## config.mk

```make
export PLATFORM = sky130hd
export DESIGN_NAME = iq_prefetch
export DESIGN_NICKNAME = d
export VERILOG_FILES = /design/src/rtl/iq_pkg.sv /design/src/rtl/iq_slot.sv /design/src/rtl/iq_fill_ctrl.sv /design/src/rtl/iq_opsel.sv /design/src/rtl/iq_prefetch.sv
export SDC_FILE = /design/constraint.sdc
export NUM_CORES = 1
export LEC_CHECK = 0
export ABC_AREA = 1
export BUFFER_PORTS_ARGS = -buffer_cell sky130_fd_sc_hd__buf_2
export CAP_MARGIN = 10
export CORE_MARGIN = 10
export CORE_UTILIZATION = 58
export DETAILED_ROUTE_END_ITERATION = 16
export PLACE_DENSITY = 0.75
export SLEW_MARGIN = 25
export SYNTH_ARGS = -nofsm -noshare
export SYNTH_HDL_FRONTEND = slang
export SYNTH_SLANG_ARGS = --single-unit
```

## constraint.sdc

```tcl
create_clock -name clk -period 2.15 [get_ports clk]
set_input_delay 0.1075 -clock clk [delete_from_list [all_inputs] [get_ports clk]]
set_output_delay 0.1075 -clock clk [all_outputs]
set_load 0.02 [all_outputs]
```

## src/rtl/iq_pkg.sv

```systemverilog
package iq_pkg;

    localparam int IQ_WW = 16;
    localparam int IQ_AW = 16;

    typedef enum logic [1:0] {
        IQ_NOP  = 2'b00,
        IQ_ADV  = 2'b01,
        IQ_EVEN = 2'b10,
        IQ_ODD  = 2'b11
    } iq_cmd_e;

    typedef enum logic [1:0] {
        SRC_NONE = 2'b00,
        SRC_HOLD = 2'b01,
        SRC_BUS  = 2'b10
    } iq_src_e;

endpackage

```

## src/rtl/iq_slot.sv

```systemverilog
module iq_slot #(
    parameter int WW = iq_pkg::IQ_WW,
    parameter int AW = iq_pkg::IQ_AW
) (
    input  logic          clk,
    input  logic          rst_n,
    input  logic          clr,
    input  logic          ld,
    input  logic          d_vld,
    input  logic [WW-1:0] d_word,
    input  logic [AW-1:0] d_addr,
    output logic          q_vld,
    output logic [WW-1:0] q_word,
    output logic [AW-1:0] q_addr
);

    typedef struct packed {
        logic          vld;
        logic [WW-1:0] word;
        logic [AW-1:0] addr;
    } slot_t;

    slot_t st_d, st_q;

    always_comb begin
        st_d = st_q;
        if (clr) begin
            st_d.vld = 1'b0;
        end else if (ld) begin
            st_d.vld  = d_vld;
            st_d.word = d_word;
            st_d.addr = d_addr;
        end
    end

    always_ff @(posedge clk or negedge rst_n) begin
        if (!rst_n) st_q <= '0;
        else        st_q <= st_d;
    end

    assign q_vld  = st_q.vld;
    assign q_word = st_q.word;
    assign q_addr = st_q.addr;

endmodule

```

## src/rtl/iq_fill_ctrl.sv

```systemverilog
module iq_fill_ctrl
    import iq_pkg::*;
(
    input  logic    adv,
    input  logic    fetch_vld,
    input  logic    s1_vld,
    input  logic    hl_vld,
    output logic    s1_ld,
    output iq_src_e s1_src,
    output logic    hl_ld,
    output logic    hl_dvld
);

    always_comb begin
        s1_ld   = 1'b0;
        s1_src  = SRC_NONE;
        hl_ld   = 1'b0;
        hl_dvld = 1'b0;
        if (adv) begin
            // stage one always refills on a shift; the latch is older than the bus
            s1_ld = 1'b1;
            if (hl_vld) begin
                s1_src  = SRC_HOLD;
                hl_ld   = 1'b1;
                hl_dvld = fetch_vld;
            end else if (fetch_vld) begin
                s1_src = SRC_BUS;
            end
        end else if (fetch_vld) begin
            if (!s1_vld) begin
                s1_ld  = 1'b1;
                s1_src = SRC_BUS;
            end else if (!hl_vld) begin
                hl_ld   = 1'b1;
                hl_dvld = 1'b1;
            end
            // both full: the word is discarded
        end
    end

endmodule

```

## src/rtl/iq_opsel.sv

```systemverilog
module iq_opsel #(
    parameter int WW = iq_pkg::IQ_WW,
    parameter int AW = iq_pkg::IQ_AW
) (
    input  logic              clk,
    input  logic              rst_n,
    input  logic              flush,
    input  logic              start,
    input  logic              odd,
    input  logic              s2_vld,
    input  logic [WW-1:0]     s2_word,
    input  logic [AW-1:0]     s2_addr,
    output logic              op_vld,
    output logic [WW/2-1:0]   op_byte,
    output logic [AW-1:0]     op_addr,
    output logic              op_err
);

    localparam int BW = WW / 2;

    typedef struct packed {
        logic          vld;
        logic          err;
        logic [BW-1:0] byte_v;
        logic [AW-1:0] addr;
    } op_t;

    op_t op_d, op_q;
    logic [BW-1:0] hi_byte, lo_byte;

    assign hi_byte = s2_word[WW-1 -: BW];
    assign lo_byte = s2_word[BW-1:0];

    always_comb begin
        op_d     = op_q;
        op_d.vld = 1'b0;
        op_d.err = 1'b0;
        if (!flush && start) begin
            if (s2_vld) begin
                op_d.vld    = 1'b1;
                op_d.byte_v = odd ? lo_byte : hi_byte;
                op_d.addr   = odd ? s2_addr + AW'(1) : s2_addr;
            end else begin
                op_d.err = 1'b1;
            end
        end
    end

    always_ff @(posedge clk or negedge rst_n) begin
        if (!rst_n) op_q <= '0;
        else        op_q <= op_d;
    end

    assign op_vld  = op_q.vld;
    assign op_err  = op_q.err;
    assign op_byte = op_q.byte_v;
    assign op_addr = op_q.addr;

endmodule

```

## src/rtl/iq_prefetch.sv

```systemverilog
module iq_prefetch
    import iq_pkg::*;
#(
    parameter int WW = IQ_WW,
    parameter int AW = IQ_AW
) (
    input  logic            clk,
    input  logic            rst_n,
    input  logic            flush,
    input  logic            fetch_vld,
    input  logic [WW-1:0]   fetch_word,
    input  logic [AW-1:0]   fetch_addr,
    input  logic [1:0]      cmd,
    output logic            op_vld,
    output logic [WW/2-1:0] op_byte,
    output logic [AW-1:0]   op_addr,
    output logic            op_err
);

    iq_cmd_e cmd_e;
    logic    adv, start, odd;

    assign cmd_e = iq_cmd_e'(cmd);
    assign adv   = (cmd_e == IQ_ADV);
    assign start = (cmd_e == IQ_EVEN) || (cmd_e == IQ_ODD);
    assign odd   = (cmd_e == IQ_ODD);

    logic          s1_vld, s2_vld, hl_vld;
    logic [WW-1:0] s1_word, s2_word, hl_word;
    logic [AW-1:0] s1_addr, s2_addr, hl_addr;

    logic          s1_ld, hl_ld, hl_dvld;
    iq_src_e       s1_src;
    logic          s1_dvld;
    logic [WW-1:0] s1_dword;
    logic [AW-1:0] s1_daddr;

    iq_fill_ctrl u_ctrl (
        .adv       (adv),
        .fetch_vld (fetch_vld),
        .s1_vld    (s1_vld),
        .hl_vld    (hl_vld),
        .s1_ld     (s1_ld),
        .s1_src    (s1_src),
        .hl_ld     (hl_ld),
        .hl_dvld   (hl_dvld)
    );

    always_comb begin
        s1_dvld  = 1'b0;
        s1_dword = fetch_word;
        s1_daddr = fetch_addr;
        case (s1_src)
            SRC_HOLD: begin
                s1_dvld  = 1'b1;
                s1_dword = hl_word;
                s1_daddr = hl_addr;
            end
            SRC_BUS:  s1_dvld = 1'b1;
            default:  s1_dvld = 1'b0;
        endcase
    end

    iq_slot #(.WW(WW), .AW(AW)) u_hold (
        .clk(clk), .rst_n(rst_n), .clr(flush), .ld(hl_ld),
        .d_vld(hl_dvld), .d_word(fetch_word), .d_addr(fetch_addr),
        .q_vld(hl_vld), .q_word(hl_word), .q_addr(hl_addr)
    );

    iq_slot #(.WW(WW), .AW(AW)) u_stage1 (
        .clk(clk), .rst_n(rst_n), .clr(flush), .ld(s1_ld),
        .d_vld(s1_dvld), .d_word(s1_dword), .d_addr(s1_daddr),
        .q_vld(s1_vld), .q_word(s1_word), .q_addr(s1_addr)
    );

    iq_slot #(.WW(WW), .AW(AW)) u_stage2 (
        .clk(clk), .rst_n(rst_n), .clr(flush), .ld(adv),
        .d_vld(s1_vld), .d_word(s1_word), .d_addr(s1_addr),
        .q_vld(s2_vld), .q_word(s2_word), .q_addr(s2_addr)
    );

    iq_opsel #(.WW(WW), .AW(AW)) u_opsel (
        .clk(clk), .rst_n(rst_n), .flush(flush),
        .start(start), .odd(odd),
        .s2_vld(s2_vld), .s2_word(s2_word), .s2_addr(s2_addr),
        .op_vld(op_vld), .op_byte(op_byte), .op_addr(op_addr), .op_err(op_err)
    );

endmodule

```

==> flow_metrics.py <==
metrics = {
    "outcome": {
        "outcome": "completed",
    },
    "worst_setup_path": {
        "cp_num_buf_inv": 1,
        "start_kind": "flop",
        "r2r_end": "u_hold.q_addr[10]",
        "slowest_stage": "dfrtp_1",
        "path_class": "flop to flop",
        "critPathMaxFanout": 46,
        "arrival_ns": 2.21,
        "crit_family": "simple AND/OR/NAND/NOR gates",
        "endpoint_kind": "flop",
        "ff2ff_path_depth": 5,
        "r2r_start": "u_hold.q_vld",
        "required_ns": 2.56,
        "cpPeakStageDelay_ns": 0.43,
        "rrSetupSlack_ns": 0.34,
        "crit_chain": "o31ai_2 > nand3_2 > buf_12 > nand2_1 > o21ai_2",
    },
    "clocking": {
        "clock_sinks": 125,
        "htree_num_levels": 4,
        "cts_buffers": 17,
        "insertion_delay_ns": 0.52,
        "cts_tree": "done",
        "clockBufferDepth": 2,
        "path_clk_slew_ns": 0.06,
        "cts_resized": 0,
        "cts_root_buf": "clkbuf_8",
    },
    "finish": {
        "final_nets": 795,
        "final_core_util": 0.7327,
        "syn2layout_area_growth_pct": 24.50,
        "n_antenna_cell": 0,
        "drive_gt1_frac": 0.1836,
        "fin_cells": 901,
    },
    "logic_synthesis": {
        "synth_area_um2": 5673,
        "syn_avg_cell_area_um2": 8.569,
        "synth-edff-count": 0,
        "yosysTopAreaCell": "dfrtp_1",
        "ys_ff_latch": 125,
        "synth-main-ff-cell": "dfrtp_1",
        "synth_area_leaders": "dfrtp_1, nand2_1, o21ai_0",
        "synth.yosys.seq_area_share": 0.5514,
        "synth-warning-count": 0,
        "syn_inst": 662,
        "synth_top_area_share": 0.5514,
        "synthDistinctLibCells": 29,
        "synth-async-reset-ratio": 1.000,
        "synth_fp_nets": 702,
    },
    "sta": {
        "worst_slew_pin_slew_ns": 0.5154,
        "tns_ns": 0,
        "setup_viol": 0,
        "timing.final.crit_share": 0.8404,
        "rsz0062_at_grt": "no",
        "clock_skew_ns": 0.006295,
        "relSlewSlack": 0.6564,
        "hold_slack_ns": 0.05428,
        "fin_crit_ns": 1.807,
        "finalMaxSlewViolations": 0,
        "hold_viol": 0,
        "fmax_mhz": 553.5,
    },
    "route": {
        "vias": 4547,
        "drtAntennaViolNets": 0,
        "dr.pass1.iters": 5,
        "drt-initial-drc-count": 352,
        "drcViolationCount": 0,
        "avgViaCountPerCell": 5.047,
        "routed_wl_um": 12260,
        "wire_per_inst_um": 13.60,
    },
    "power": {
        "irDropWorstVdd_mv": 0.5821,
        "power.leakage_uw": 0.003492,
        "power.density_nw_per_um2": 1064,
        "p_total_uw": 7512,
    },
    "floorplanning": {
        "die-area_um2": 14140,
        "start_util": 0.5885,
        "die_w_um": 118.9,
        "die_y_um": 118.9,
        "ioPinCount": 64,
        "core-area_um2": 9639,
        "rows": 36,
    },
    "placement": {
        "place_inst": 833,
        "hpwlAfterDp_um": 8061,
        "port_buffers": 63,
        "gp_congestion": 0.8708,
    },
    "flow_run": {
        "cap_violations": 0,
    },
    "grt": {
        "antenna_found_initial": 0,
        "grt_pass1_wl_um": 21560,
        "grt_use_total": 0.1829,
        "grt_overflow": 0,
        "grt_pass1_vias": 4455,
        "grt_max_degree": 65,
    },
    "min_path": {
        "worstHoldStart": "cmd[0]",
        "holdPathStages": 4,
        "min_to": "u_hold.q_vld",
        "hold_path_class": "primary input to flop",
    },
}
## stage by stage
step           setup WS, ns  cell area (µm²)
5_1_grt              0.2077             7063
3_3_place_gp         0.5044             6056
3_5_place_dp         0.4090             6056
4_1_cts              0.3703             7063
6_report             0.3432             7063
2_1_floorplan        0.6458             5673
## cells in the mapped netlist, types with 2 or more instances
cell type    n
a21oi_1      2
buf_1        3
buf_2        7
buf_4        7
buf_6        9
clkbuf_1     7
dfrtp_1    125
ha_1         2
inv_1       82
inv_2        4
nand2_1    192
nand2_2      2
nand3_1     16
nand4_1      5
nor2_1      22
nor2_2       3
nor3_1       2
o21ai_0    106
o21ai_1     27
o21ai_2     25
o21bai_1     2
o22ai_1      2
xnor2_1      2
xor2_1       3
## tightest hold or removal path, delay by kind of cell
kind	cells	cell delay, ns
AO/OA/AOI/OAI	1	0.08
buffers and inverters	1	0.15
AND/OR/NAND/NOR	2	0.17
## cells in the final DEF, fill, tap and decap left out, types with 4 or more instances in the layout
master	Yosys	final
buf_12	0	5
buf_2	7	62
buf_4	7	5
bufinv_16	0	5
clkbuf_16	0	16
clkbuf_8	0	4
dfrtp_1	125	125
dlygate4sd3_1	0	36
inv_1	82	82
inv_2	4	4
nand2_1	192	192
nand3_1	16	16
nand4_1	5	5
nor2_1	22	22
o21ai_0	106	106
o21ai_1	27	27
o21ai_2	25	25
## worst max path at each step
stage / to / startpoint / depth (start not counted) / slack [ns]
floorplan: u_stage1.q_word[0] / u_hold.q_vld / 8 / 0.65
global placement: u_hold.q_addr[10] / u_hold.q_vld / 5 / 0.50
detailed placement: u_hold.q_addr[10] / u_hold.q_vld / 5 / 0.41
CTS: u_hold.q_addr[9] / u_hold.q_vld / 5 / 0.37
global route: u_hold.q_addr[10] / u_hold.q_vld / 5 / 0.21
finish: u_hold.q_addr[10] / u_hold.q_vld / 5 / 0.34
## sequential cells by signal, summed over array words and instances (netlist names)
signal and count:
u_hold.q_word 16, u_stage1.q_vld 1, u_opsel.op_vld 1, u_stage2.q_vld 1, u_opsel.op_addr 16, u_hold.q_vld 1, u_opsel.op_err 1, u_stage1.q_word 16
u_stage2.q_addr 16, u_stage2.q_word 16, u_stage1.q_addr 16, u_opsel.op_byte 8, u_hold.q_addr 16
## cell type report
cell class              instances  area, µm²
flip-flops and latches        125       3128
well taps                     133      166.4
clock inverters                11      187.7
inverters                      86      322.8
multi-input cells             417       1991
clock buffers                  21      459.2
fillers                       726       2576
repair buffers                108      808.3
## timing repair
action,4_1_cts,5_1_grt
buffers inserted,0,0
hold buffers,36,0
hold endpoints to repair,119,0
## layer usage
metal	vias to the layer above	part of all wire	global-route usage	wire (µm)
li1	2297	-	-	-
met1	2087	0.49	0.2522	5969
met2	147	0.44	0.2660	5416
met3	16	0.058	0.05716	714
met4	0	0.013	0.06565	154
met5	-	0	0	0
## where the power goes
| part | switching (µW) | total [µW] | internal (µW) |
|---|---|---|---|
| Combinational | 775 | 1260 | 483 |
| Sequential | 303 | 3170 | 2870 |
| Clock | 997 | 3080 | 2080 |
| Total | 2080 | 7510 | 5440 |
## logic make-up after synthesis
kind of cell,Yosys count,synth area share
compound gates,165,0.1648
simple gates,245,0.1740
buf+inv,120,0.09771
fa+ha+maj,2,0.004410
flops,125,0.5514
xor+xnor,5,0.007721
No activity file was read; power rests on OpenSTA's default activity.
